## src/rtl/ee_pkg.sv

```systemverilog
package ee_pkg;

  typedef enum logic [2:0] {
    ST_IDLE,
    ST_OPC,
    ST_ADDR,
    ST_DATA,
    ST_READ,
    ST_HOLD
  } ee_state_t;

  localparam logic [1:0] OP_MISC  = 2'b00;
  localparam logic [1:0] OP_WRITE = 2'b01;
  localparam logic [1:0] OP_READ  = 2'b10;

  localparam logic [1:0] SUB_ENABLE  = 2'b11;
  localparam logic [1:0] SUB_DISABLE = 2'b00;

  function automatic logic is_enable_cmd(logic [1:0] op, logic [1:0] sub);
    return (op == OP_MISC) && (sub == SUB_ENABLE);
  endfunction

  function automatic logic is_disable_cmd(logic [1:0] op, logic [1:0] sub);
    return (op == OP_MISC) && (sub == SUB_DISABLE);
  endfunction

  function automatic ee_state_t state_after_addr(logic [1:0] op);
    case (op)
      OP_WRITE: return ST_DATA;
      OP_READ:  return ST_READ;
      default:  return ST_HOLD;
    endcase
  endfunction

endpackage

```

## src/rtl/ee_edge_pulse.sv

```systemverilog
module ee_edge_pulse #(
  parameter bit RISING = 1'b1
) (
  input  logic clk,
  input  logic rst_n,
  input  logic sig,
  output logic pulse
);

  logic prev;

  always_ff @(posedge clk or negedge rst_n) begin
    if (!rst_n) prev <= 1'b0;
    else        prev <= sig;
  end

  generate
    if (RISING) begin : g_rise
      assign pulse = sig & ~prev;
    end else begin : g_fall
      assign pulse = ~sig & prev;
    end
  endgenerate

endmodule

```

## src/rtl/ee_cmd_decoder.sv

```systemverilog
module ee_cmd_decoder
  import ee_pkg::*;
#(
  parameter int ADDR_W = 6,
  parameter int DATA_W = 16
) (
  input  logic              clk,
  input  logic              rst_n,
  input  logic              sel,
  input  logic              sclk_rise,
  input  logic              sdi,
  input  logic              busy,
  output logic              start_seen,
  output logic              wen_set,
  output logic              wen_clr,
  output logic              rd_start,
  output logic              in_read,
  output logic              write_armed,
  output logic [ADDR_W-1:0] addr_full,
  output logic [ADDR_W-1:0] addr_q,
  output logic [DATA_W-1:0] wdata
);

  localparam int LONGEST = (DATA_W > ADDR_W) ? DATA_W : ADDR_W;
  localparam int CNT_W   = $clog2(LONGEST + 1);

  ee_state_t       st;
  logic [1:0]      op_q;
  logic [CNT_W-1:0] cnt;
  logic            go;
  logic            op_last;
  logic            addr_last;
  logic            data_last;

  // a serial clock edge that the decoder is allowed to act on
  assign go        = sel & sclk_rise & ~busy;
  assign op_last   = go && (st == ST_OPC)  && (cnt == CNT_W'(1));
  assign addr_last = go && (st == ST_ADDR) && (cnt == CNT_W'(ADDR_W - 1));
  assign data_last = go && (st == ST_DATA) && (cnt == CNT_W'(DATA_W - 1));
  assign addr_full = {addr_q[ADDR_W-2:0], sdi};

  assign start_seen  = go && (st == ST_IDLE) && sdi;
  assign wen_set     = addr_last && is_enable_cmd(op_q, addr_full[ADDR_W-1 -: 2]);
  assign wen_clr     = addr_last && is_disable_cmd(op_q, addr_full[ADDR_W-1 -: 2]);
  assign rd_start    = addr_last && (op_q == OP_READ);
  assign in_read     = (st == ST_READ);
  assign write_armed = (st == ST_HOLD) && (op_q == OP_WRITE);

  always_ff @(posedge clk or negedge rst_n) begin
    if (!rst_n) begin
      st     <= ST_IDLE;
      op_q   <= '0;
      cnt    <= '0;
      addr_q <= '0;
      wdata  <= '0;
    end else if (!sel) begin
      st  <= ST_IDLE;
      cnt <= '0;
    end else if (go) begin
      case (st)
        ST_IDLE: begin
          if (sdi) begin
            st  <= ST_OPC;
            cnt <= '0;
          end
        end
        ST_OPC: begin
          op_q <= {op_q[0], sdi};
          if (op_last) begin
            st  <= ST_ADDR;
            cnt <= '0;
          end else begin
            cnt <= cnt + 1'b1;
          end
        end
        ST_ADDR: begin
          addr_q <= addr_full;
          if (addr_last) begin
            st  <= state_after_addr(op_q);
            cnt <= '0;
          end else begin
            cnt <= cnt + 1'b1;
          end
        end
        ST_DATA: begin
          wdata <= {wdata[DATA_W-2:0], sdi};
          if (data_last) begin
            st  <= ST_HOLD;
            cnt <= '0;
          end else begin
            cnt <= cnt + 1'b1;
          end
        end
        default: ;
      endcase
    end
  end

  // a deselected device always returns to hunting for a start bit
  assert_idle_after_deselect_R10: assert property (
    @(posedge clk) disable iff (!rst_n) !sel |=> (st == ST_IDLE));

  // while programming, the decoder state does not move
  assert_frozen_when_busy_R7: assert property (
    @(posedge clk) disable iff (!rst_n) (busy && sel) |=> $stable(st));

endmodule

```

## src/rtl/ee_prog_timer.sv

```systemverilog
module ee_prog_timer #(
  parameter int CYCLES = 40
) (
  input  logic clk,
  input  logic rst_n,
  input  logic start,
  output logic busy,
  output logic done
);

  localparam int CW = $clog2(CYCLES + 1);

  logic [CW-1:0] cnt;

  assign done = busy && (cnt == CW'(1));

  always_ff @(posedge clk or negedge rst_n) begin
    if (!rst_n) begin
      busy <= 1'b0;
      cnt  <= '0;
    end else if (start) begin
      busy <= 1'b1;
      cnt  <= CW'(CYCLES);
    end else if (busy) begin
      if (done) busy <= 1'b0;
      cnt <= cnt - 1'b1;
    end
  end

  // a new programming cycle only starts from idle
  assert_start_from_idle_R5: assert property (
    @(posedge clk) disable iff (!rst_n) start |-> !busy);

  // starting always shows busy on the next cycle
  assert_busy_follows_start_R5: assert property (
    @(posedge clk) disable iff (!rst_n) start |=> busy);

endmodule

```

## src/rtl/ee_serial_slave.sv

```systemverilog
module ee_serial_slave
  import ee_pkg::*;
#(
  parameter int ADDR_W      = 6,
  parameter int DATA_W      = 16,
  parameter int PROG_CYCLES = 40
) (
  input  logic clk,
  input  logic rst_n,
  input  logic cs,
  input  logic sck,
  input  logic din,
  output logic dout,
  output logic dout_oe
);

  localparam int DEPTH = 1 << ADDR_W;

  logic              sck_rise;
  logic              cs_fall;
  logic              start_seen;
  logic              wen_set;
  logic              wen_clr;
  logic              rd_start;
  logic              in_read;
  logic              write_armed;
  logic [ADDR_W-1:0] addr_full;
  logic [ADDR_W-1:0] addr_q;
  logic [DATA_W-1:0] wdata;
  logic              busy;
  logic              prog_done;
  logic              prog_start;

  logic              wen_q;
  logic              status_q;
  logic [DATA_W-1:0] rd_shift;
  logic              rd_bit;
  logic [ADDR_W-1:0] prog_addr;
  logic [DATA_W-1:0] prog_data;
  logic [DATA_W-1:0] mem [DEPTH];

  ee_edge_pulse #(.RISING(1'b1)) u_sck_edge (
    .clk(clk), .rst_n(rst_n), .sig(sck), .pulse(sck_rise));

  ee_edge_pulse #(.RISING(1'b0)) u_cs_edge (
    .clk(clk), .rst_n(rst_n), .sig(cs), .pulse(cs_fall));

  ee_cmd_decoder #(.ADDR_W(ADDR_W), .DATA_W(DATA_W)) u_dec (
    .clk        (clk),
    .rst_n      (rst_n),
    .sel        (cs),
    .sclk_rise  (sck_rise),
    .sdi        (din),
    .busy       (busy),
    .start_seen (start_seen),
    .wen_set    (wen_set),
    .wen_clr    (wen_clr),
    .rd_start   (rd_start),
    .in_read    (in_read),
    .write_armed(write_armed),
    .addr_full  (addr_full),
    .addr_q     (addr_q),
    .wdata      (wdata)
  );

  ee_prog_timer #(.CYCLES(PROG_CYCLES)) u_timer (
    .clk  (clk),
    .rst_n(rst_n),
    .start(prog_start),
    .busy (busy),
    .done (prog_done)
  );

  assign prog_start = cs_fall & write_armed & wen_q;

  // write-enable latch
  always_ff @(posedge clk or negedge rst_n) begin
    if (!rst_n)       wen_q <= 1'b0;
    else if (wen_set) wen_q <= 1'b1;
    else if (wen_clr) wen_q <= 1'b0;
  end

  // busy/ready display window
  always_ff @(posedge clk or negedge rst_n) begin
    if (!rst_n)                  status_q <= 1'b0;
    else if (prog_start)         status_q <= 1'b1;
    else if (start_seen)         status_q <= 1'b0;
    else if (cs_fall && !busy)   status_q <= 1'b0;
  end

  // programming target held for the whole cycle
  always_ff @(posedge clk or negedge rst_n) begin
    if (!rst_n) begin
      prog_addr <= '0;
      prog_data <= '0;
    end else if (prog_start) begin
      prog_addr <= addr_q;
      prog_data <= wdata;
    end
  end

  // storage array, committed at the end of programming
  always_ff @(posedge clk or negedge rst_n) begin
    if (!rst_n) begin
      for (int i = 0; i < DEPTH; i++) mem[i] <= '0;
    end else if (prog_done) begin
      mem[prog_addr] <= prog_data;
    end
  end

  // read shifter: dummy zero first, then MSB-first word
  always_ff @(posedge clk or negedge rst_n) begin
    if (!rst_n) begin
      rd_shift <= '0;
      rd_bit   <= 1'b0;
    end else if (rd_start) begin
      rd_shift <= mem[addr_full];
      rd_bit   <= 1'b0;
    end else if (in_read && cs && sck_rise) begin
      rd_bit   <= rd_shift[DATA_W-1];
      rd_shift <= {rd_shift[DATA_W-2:0], 1'b0};
    end
  end

  assign dout_oe = cs & (in_read | status_q);
  assign dout    = in_read ? rd_bit : ~busy;

  // the latch only drops on a disable command
  assert_wen_sticky_R2: assert property (
    @(posedge clk) disable iff (!rst_n) (wen_q && !wen_clr) |=> wen_q);

  // programming never begins with the latch clear
  assert_prog_needs_wen_R4: assert property (
    @(posedge clk) disable iff (!rst_n) $rose(busy) |-> $past(wen_q));

  // the end of the timed cycle stores the held word
  assert_commit_on_done_R5: assert property (
    @(posedge clk) disable iff (!rst_n)
      prog_done |=> (mem[prog_addr] == $past(prog_data)));

  // no start bit is taken while programming
  assert_no_start_busy_R7: assert property (
    @(posedge clk) disable iff (!rst_n) busy |-> !start_seen);

endmodule

```

## config.mk

```make
export PLATFORM = sky130hd
export DESIGN_NAME = ee_serial_slave
export DESIGN_NICKNAME = d
export VERILOG_FILES = /design/src/rtl/ee_pkg.sv /design/src/rtl/ee_edge_pulse.sv /design/src/rtl/ee_cmd_decoder.sv /design/src/rtl/ee_prog_timer.sv /design/src/rtl/ee_serial_slave.sv
export SDC_FILE = /design/constraint.sdc
export NUM_CORES = 1
export LEC_CHECK = 0
export BUFFER_PORTS_ARGS = -buffer_cell sky130_fd_sc_hd__buf_2
export CORE_MARGIN = 2
export CORE_UTILIZATION = 50
export DETAILED_ROUTE_END_ITERATION = 10
export GPL_ROUTABILITY_DRIVEN = 0
export PLACE_DENSITY_LB_ADDON = 0.1
export SYNTH_ARGS = -nofsm -noshare
export SYNTH_HDL_FRONTEND = slang
export SYNTH_SLANG_ARGS = --single-unit
```

## constraint.sdc

```tcl
create_clock -name clk -period 7 [get_ports clk]
set_input_delay 1.4 -clock clk [delete_from_list [all_inputs] [get_ports clk]]
set_output_delay 1.4 -clock clk [all_outputs]
set_load 0.01 [all_outputs]
```

# [Word level (Yosys, flattened, before mapping)]
# Cells that the tools add are included.
[totals] register_bits=1106 inputBits=5 out_inout_bits=2 elab_cells=183
[classes] n_addsub=2 order_cmp=3 n_eq_ne=18 muxes=36 bitwise_logic=13 reduce_logical=32
[op_table] cell="bitwise mux 1024 bit" count=1
[op_table] cell="binary-select mux 16 bit (select 6 bit)" count=1
[op_table] cell="demux 16 bit (select 6 bit)" count=1
[op_table] cell="two-way mux 16 bit" count=5
[op_table] cell="two-way mux 5 bit" count=6
[op_table] cell="one-hot mux 5 bit (4 select lines)" count=1
[op_table] cell="logical AND 1 bit" count=19
[op_table] cell="two-way mux 3 bit" count=6
[op_table] cell=">= comparator 7 bit, second input constant" count=2
[op_table] cell="NOT 6 -> 7 bit" count=2
[op_table] cell="two-way mux 6 bit" count=2
[op_table] cell="one-hot mux 3 bit (4 select lines)" count=1
[op_table] cell="AND reduction 3 bit" count=4
[op_table] cell="two-way mux 1 bit" count=11
[op_table] cell="inequality test 3 x 2 -> 1 bit, second input constant" count=3
[op_table] cell="bitwise AND 1 bit" count=7
[op_table] cell="< comparator 7 x 1 -> 1 bit, second input constant" count=1
[op_table] cell="== test 3 x 2 -> 1 bit, second input constant" count=2
[op_table] cell="== test 3 bit, second input constant" count=2
[op_table] cell="== test 6 x 1 -> 1 bit, second input constant" count=1
[op_table] cell="one-hot mux 3 bit (2 select lines)" count=1
[op_table] cell="AND reduction 6 bit" count=1
[op_table] cell="nonzero test 2 bit" count=3
[op_table] cell="subtractor 6 x 1 -> 6 bit, second input constant" count=1
[op_table] cell="other kinds (16)" count=20

# [Logic depth before layout (Yosys ltp)]
[depth] ltp_word=10 mapped_depth=11

# [By module]
# Synthesis repeated with hierarchy kept, for this count alone.
[hier_totals] cells_unflattened=3192 hier_area_um2=50259.5
[by_module_without_submodules] module="ee_serial_slave" instances=1 cells_each=3022 area_each_um2=48161.2 seq_area_each_um2=26650.6
[by_module_without_submodules] module="ee_cmd_decoder" instances=1 cells_each=132 area_each_um2=1647.8 seq_area_each_um2=800.8
[by_module_without_submodules] module="ee_prog_timer" instances=1 cells_each=34 area_each_um2=372.9 seq_area_each_um2=175.2
[by_module_without_submodules] module="ee_edge_pulse" instances=2 cells_each=2 area_each_um2=38.8 seq_area_each_um2=25.0

# [Worst setup path before layout]
# OpenSTA, ideal clock, no wires.
[synth_timing] path_kind="input to register" from="in din" to="reg rd_shift[4]" setup_ps=141 arrival_time_ps=3220 required_time_ps=6859 setup_slack_ps=3638 path_stages=8 path_buffers=2 path_cell_list="buf_4 buf_2 mux4_2 mux4_2 o22ai_1 nor3_1 a211oi_1 a31oi_1"
[synth_between] elab_chain_cells=5
[synth_lines] element="from (decl)" line_no="ee_serial_slave.sv:12" text="input logic din,"
[synth_lines] element="NOT 6 -> 7 bit (implied by the code)" line_no="ee_serial_slave.sv:117" text="rd_shift <= mem[addr_full];"
[synth_lines] element="binary-select mux 16 bit (select 6 bit)" line_no="ee_serial_slave.sv:117"
[synth_lines] element="two-way mux 16 bit (implied by the code) (2 in series)" line_no="ee_serial_slave.sv:117"
[synth_lines] element="two-way mux 16 bit" line_no="ee_serial_slave.sv:116" text="end else if (rd_start) begin"
[synth_lines] element="to (signal assigned)" line_no="ee_serial_slave.sv:117"
[synth_lines] element="to (signal assigned)" line_no="ee_serial_slave.sv:121" text="rd_shift <= {rd_shift[DATA_W-2:0], 1'b0};"
[synth_lines] element="to (decl)" line_no="ee_serial_slave.sv:36" text="logic [DATA_W-1:0] rd_shift;"
# Every way passes these cells. The select of a mux whose other input is x is not followed.
# A chain may end at the register's enable or synchronous reset.

# [Worst setup path after layout]
[layout_timing] from="reg u_dec.addr_q[1]" to="reg rd_shift[8]"
[layout_between] elab_chain_cells=5
[layout_lines] element="from (decl)" line_no="ee_cmd_decoder.sv:20" text="output logic [ADDR_W-1:0] addr_q,"
[layout_lines] element="from (signal assigned)" line_no="ee_cmd_decoder.sv:77" text="addr_q <= addr_full;"
[layout_lines] element="NOT 6 -> 7 bit (implied by the code)" line_no="ee_serial_slave.sv:117"
[layout_lines] element="binary-select mux 16 bit (select 6 bit)" line_no="ee_serial_slave.sv:117"
[layout_lines] element="two-way mux 16 bit (implied by the code) (2 in series)" line_no="ee_serial_slave.sv:117"
[layout_lines] element="two-way mux 16 bit" line_no="ee_serial_slave.sv:116"
# Every way passes these cells. The select of a mux whose other input is x is not followed.

==> key figures <==
Setup path
  – R2R depth: 7
  – Startpoint types: register
  – Worst reg2reg startpoint: u_dec.addr_q[1]
  – Max FO, Critical Path: 98
  – FF-to-FF setup slack: 2.99 ns
  – Critical path type: register to register
  – Crit path DAT: 4.61 ns
  – Worst setup EP type: register
  – CP required: 7.61 ns
  – Worst reg2reg path endpoint: rd_shift[8]

Detailed routing
  – Drt drc: 0
  – TritonRoute pass-1 iters: 5
  – Final WL: 136400 um
  – Wire per inst: 29.29 um
  – DR vias/cell: 6.130
  – Routed via count: 28552
  – DR iter-0 viols: 1881
  – ANT nets after route: 0

Yosys
  – Yosys top cell area share: 54.56%
  – Synth warnings: 0
  – Synth top area cells: dfrtp_1, mux2_2, mux4_2, mux2i_1, clkbuf_1
  – Post-Synthesis Cells: 3283
  – Post-synth EDFFs: 0
  – Cell taking the most area after synthesis: dfrtp_1
  – Yosys cell types: 66
  – Synthesized area per cell: 15.45 um2
  – Post-synthesis register bit count: 1106
  – Synth Flop Type: dfrtp_1
  – Register area share after synthesis: 54.56%
  – Async S/R FF share, synth: 100.0%
  – Post-synthesis net count: 3293
  – Syn Std Cell Area: 50730 um2

Run
  – Max_cap viols: 0

Power and ir drop
  – Total power per unit cell area: 238.7 nW/um2
  – Max IR drop VDD: 0.2068 mV
  – Pleak: 26.26 nW

CTS
  – H-tree depth: 3
  – CTS root buffer: clkbuf_16
  – Clk sinks: 1106
  – PostCTS Resize Cnt: 0
  – Clock Path Buffers: 3
  – CTS Buf Count: 118
  – CTS Hold Bufs: 0
  – Clk_lat worst skew: 0.70 ns
  – CTS tree: built
  – Clock-pin slew on the worst setup and hold paths: 0.06 ns
  – Post-CTS Setup Bufs: 0

Finish
  – Area delta synth->final: 10.12%
  – Layout cells sized above 1: 50.73%
  – Core Util, Final: 55.70%
  – Fin nets: 3206
  – Filler instances: 7931

Placed design
  – Post-DP HPWL: 82530 um
  – Port bufs: 6

Global route
  – Largest net degree at the start of global routing: 165
  – Remaining Overflow, GRT: 0
  – Total global-route track usage: 26.91%
  – Vias in the first global route: 30528
  – Global-route wire length before repair: 205600 um
  – Antenna violations before repair: 5

Hold path
  – Hold wc startpoint: mem[129]
  – Hold worst-path end: mem[129]
  – Worst Hold Class: register to register
  – WHS Path Cells: 1

STA
  – Worst Tran Pin Value: 1.302 ns
  – Hold Vio Cnt, Final: 0
  – RSZ-0062 raised after global routing: false
  – Setup TNS: 0 ns
  – Fmax: 0.2496 GHz
  – # setup viols final: 0
  – Period utilization: 57.24%
  – Clk_skew: 0.02484 ns
  – Max Slew Vio Count: 0
  – Slew headroom: 13.10%
  – Minimum clock period: 4.007 ns

Floorplan
  – IO Pins: 7
  – Die width: 322.5 um
  – Die Height: 322.5 um
  – Initial Util: 50.58%
  – Core area: 100300 um2
  – Die area: 104000 um2
  – FP Rows: 116

Outcome
  – Status: complete, no violations
[critical path: stages (launching register included)]
cell,delay (ns)
dfrtp_4,1.07
buf_12,0.55
mux4_2,0.40
mux2_2,0.22
o22ai_1,0.09
nor3_1,1.04
a211oi_1,0.09
a31oi_1,0.23
[logic make-up after synthesis]
| family | count (synthesis) | share of synthesized area, % |
|---|---|---|
| mux | 1417 | 36.41 |
| flops | 1106 | 54.56 |
| buf+inv | 314 | 3.253 |
| simple gates | 267 | 3.231 |
| compound gates | 170 | 2.356 |
| fa+ha+maj | 5 | 0.1233 |
| xor+xnor | 4 | 0.06908 |
[synthesized netlist by cell type, drive strengths merged (16+ instances only)]
master and instances:
a21oi 27, a22oi 53, a31oi 16, buf 153, clkbuf 154, dfrtp 1106, mux2 1086, mux2i 98
mux4 233, nand2 69, nand2b 19, nor2 88
[metal layers]
metal	global-route usage, %	share of wire [%]
met1	36.25	42
met2	43.89	49
met3	5.205	5.3
met4	9.304	3.5
met5	0	0.0095
[per-stage QoR]
| step | area [um2] | total power, mW | std cells | setup WS, ns | hold slack (ns) |
|---|---|---|---|---|---|
| after floorplan | 50730 | 6.714 | 3283 | 3.638 | 0.4574 |
| after global placement | 51770 | 6.947 | 4433 | 2.629 | 0.4699 |
| after detailed placement | 51770 | 6.955 | 4433 | 2.629 | 0.4903 |
| after CTS | 55850 | 13.46 | 4655 | 3.164 | 0.5033 |
| after global routing | 55850 | 13.78 | 4655 | 2.843 | 0.5102 |
| final | 55860 | 13.33 | 4658 | 2.993 | 0.4992 |
[cell type report]
type / count / area (um2) / area share [%]
Inverter: 7 / 26.28 / 0.04704
Tap cell: 1357 / 1698 / 3.040
Sequential cell: 1106 / 27710 / 49.60
Timing Repair Buffer: 100 / 905.9 / 1.622
Antenna cell: 3 / 7.507 / 0.01344
Multi-Input combinational cell: 1863 / 21430 / 38.37
Clock buffer: 185 / 3558 / 6.370
Clock inverter: 37 / 520.5 / 0.9318
[power breakdown]
| part | switching [mW] | internal [mW] |
|---|---|---|
| Combinational | 0.300 | 0.105 |
| Sequential | 0.0208 | 6.40 |
| Clock | 2.59 | 3.92 |
| Total | 2.91 | 10.4 |
[placed cells by master (no fill, tap or decap), types with 35 or more instances in the layout]
cell	Yosys	layout
clkbuf_1	154	35
mux4_2	233	233
buf_4	34	82
clkbuf_16	0	121
a22oi_1	53	53
nand2_1	68	68
dfrtp_1	1106	1087
nor2_1	60	54
mux2i_1	98	98
mux2_2	1082	1082
[how the worst max path moves through the flow]
stage,end,slack [ns],start
6_report,rd_shift[8],2.99,u_dec.addr_q[1]
5_1_grt,rd_shift[9],2.84,u_dec.addr_q[1]
2_1_floorplan,rd_shift[4],3.64,din
4_1_cts,rd_shift[3],3.16,u_dec.addr_q[1]
3_3_place_gp,rd_shift[8],2.63,din
3_5_place_dp,rd_shift[14],2.63,din
[state kept, by name (all words and copies together) (netlist names), 2 cells and up]
name,flops
mem,1024
prog_data,16
rd_shift,16
u_dec.wdata,16
prog_addr,6
u_dec.addr_q,6
u_timer.cnt,6
u_dec.cnt,5
u_dec.st,3
u_dec.op_q,2
(Power assumes the default switching activity.)
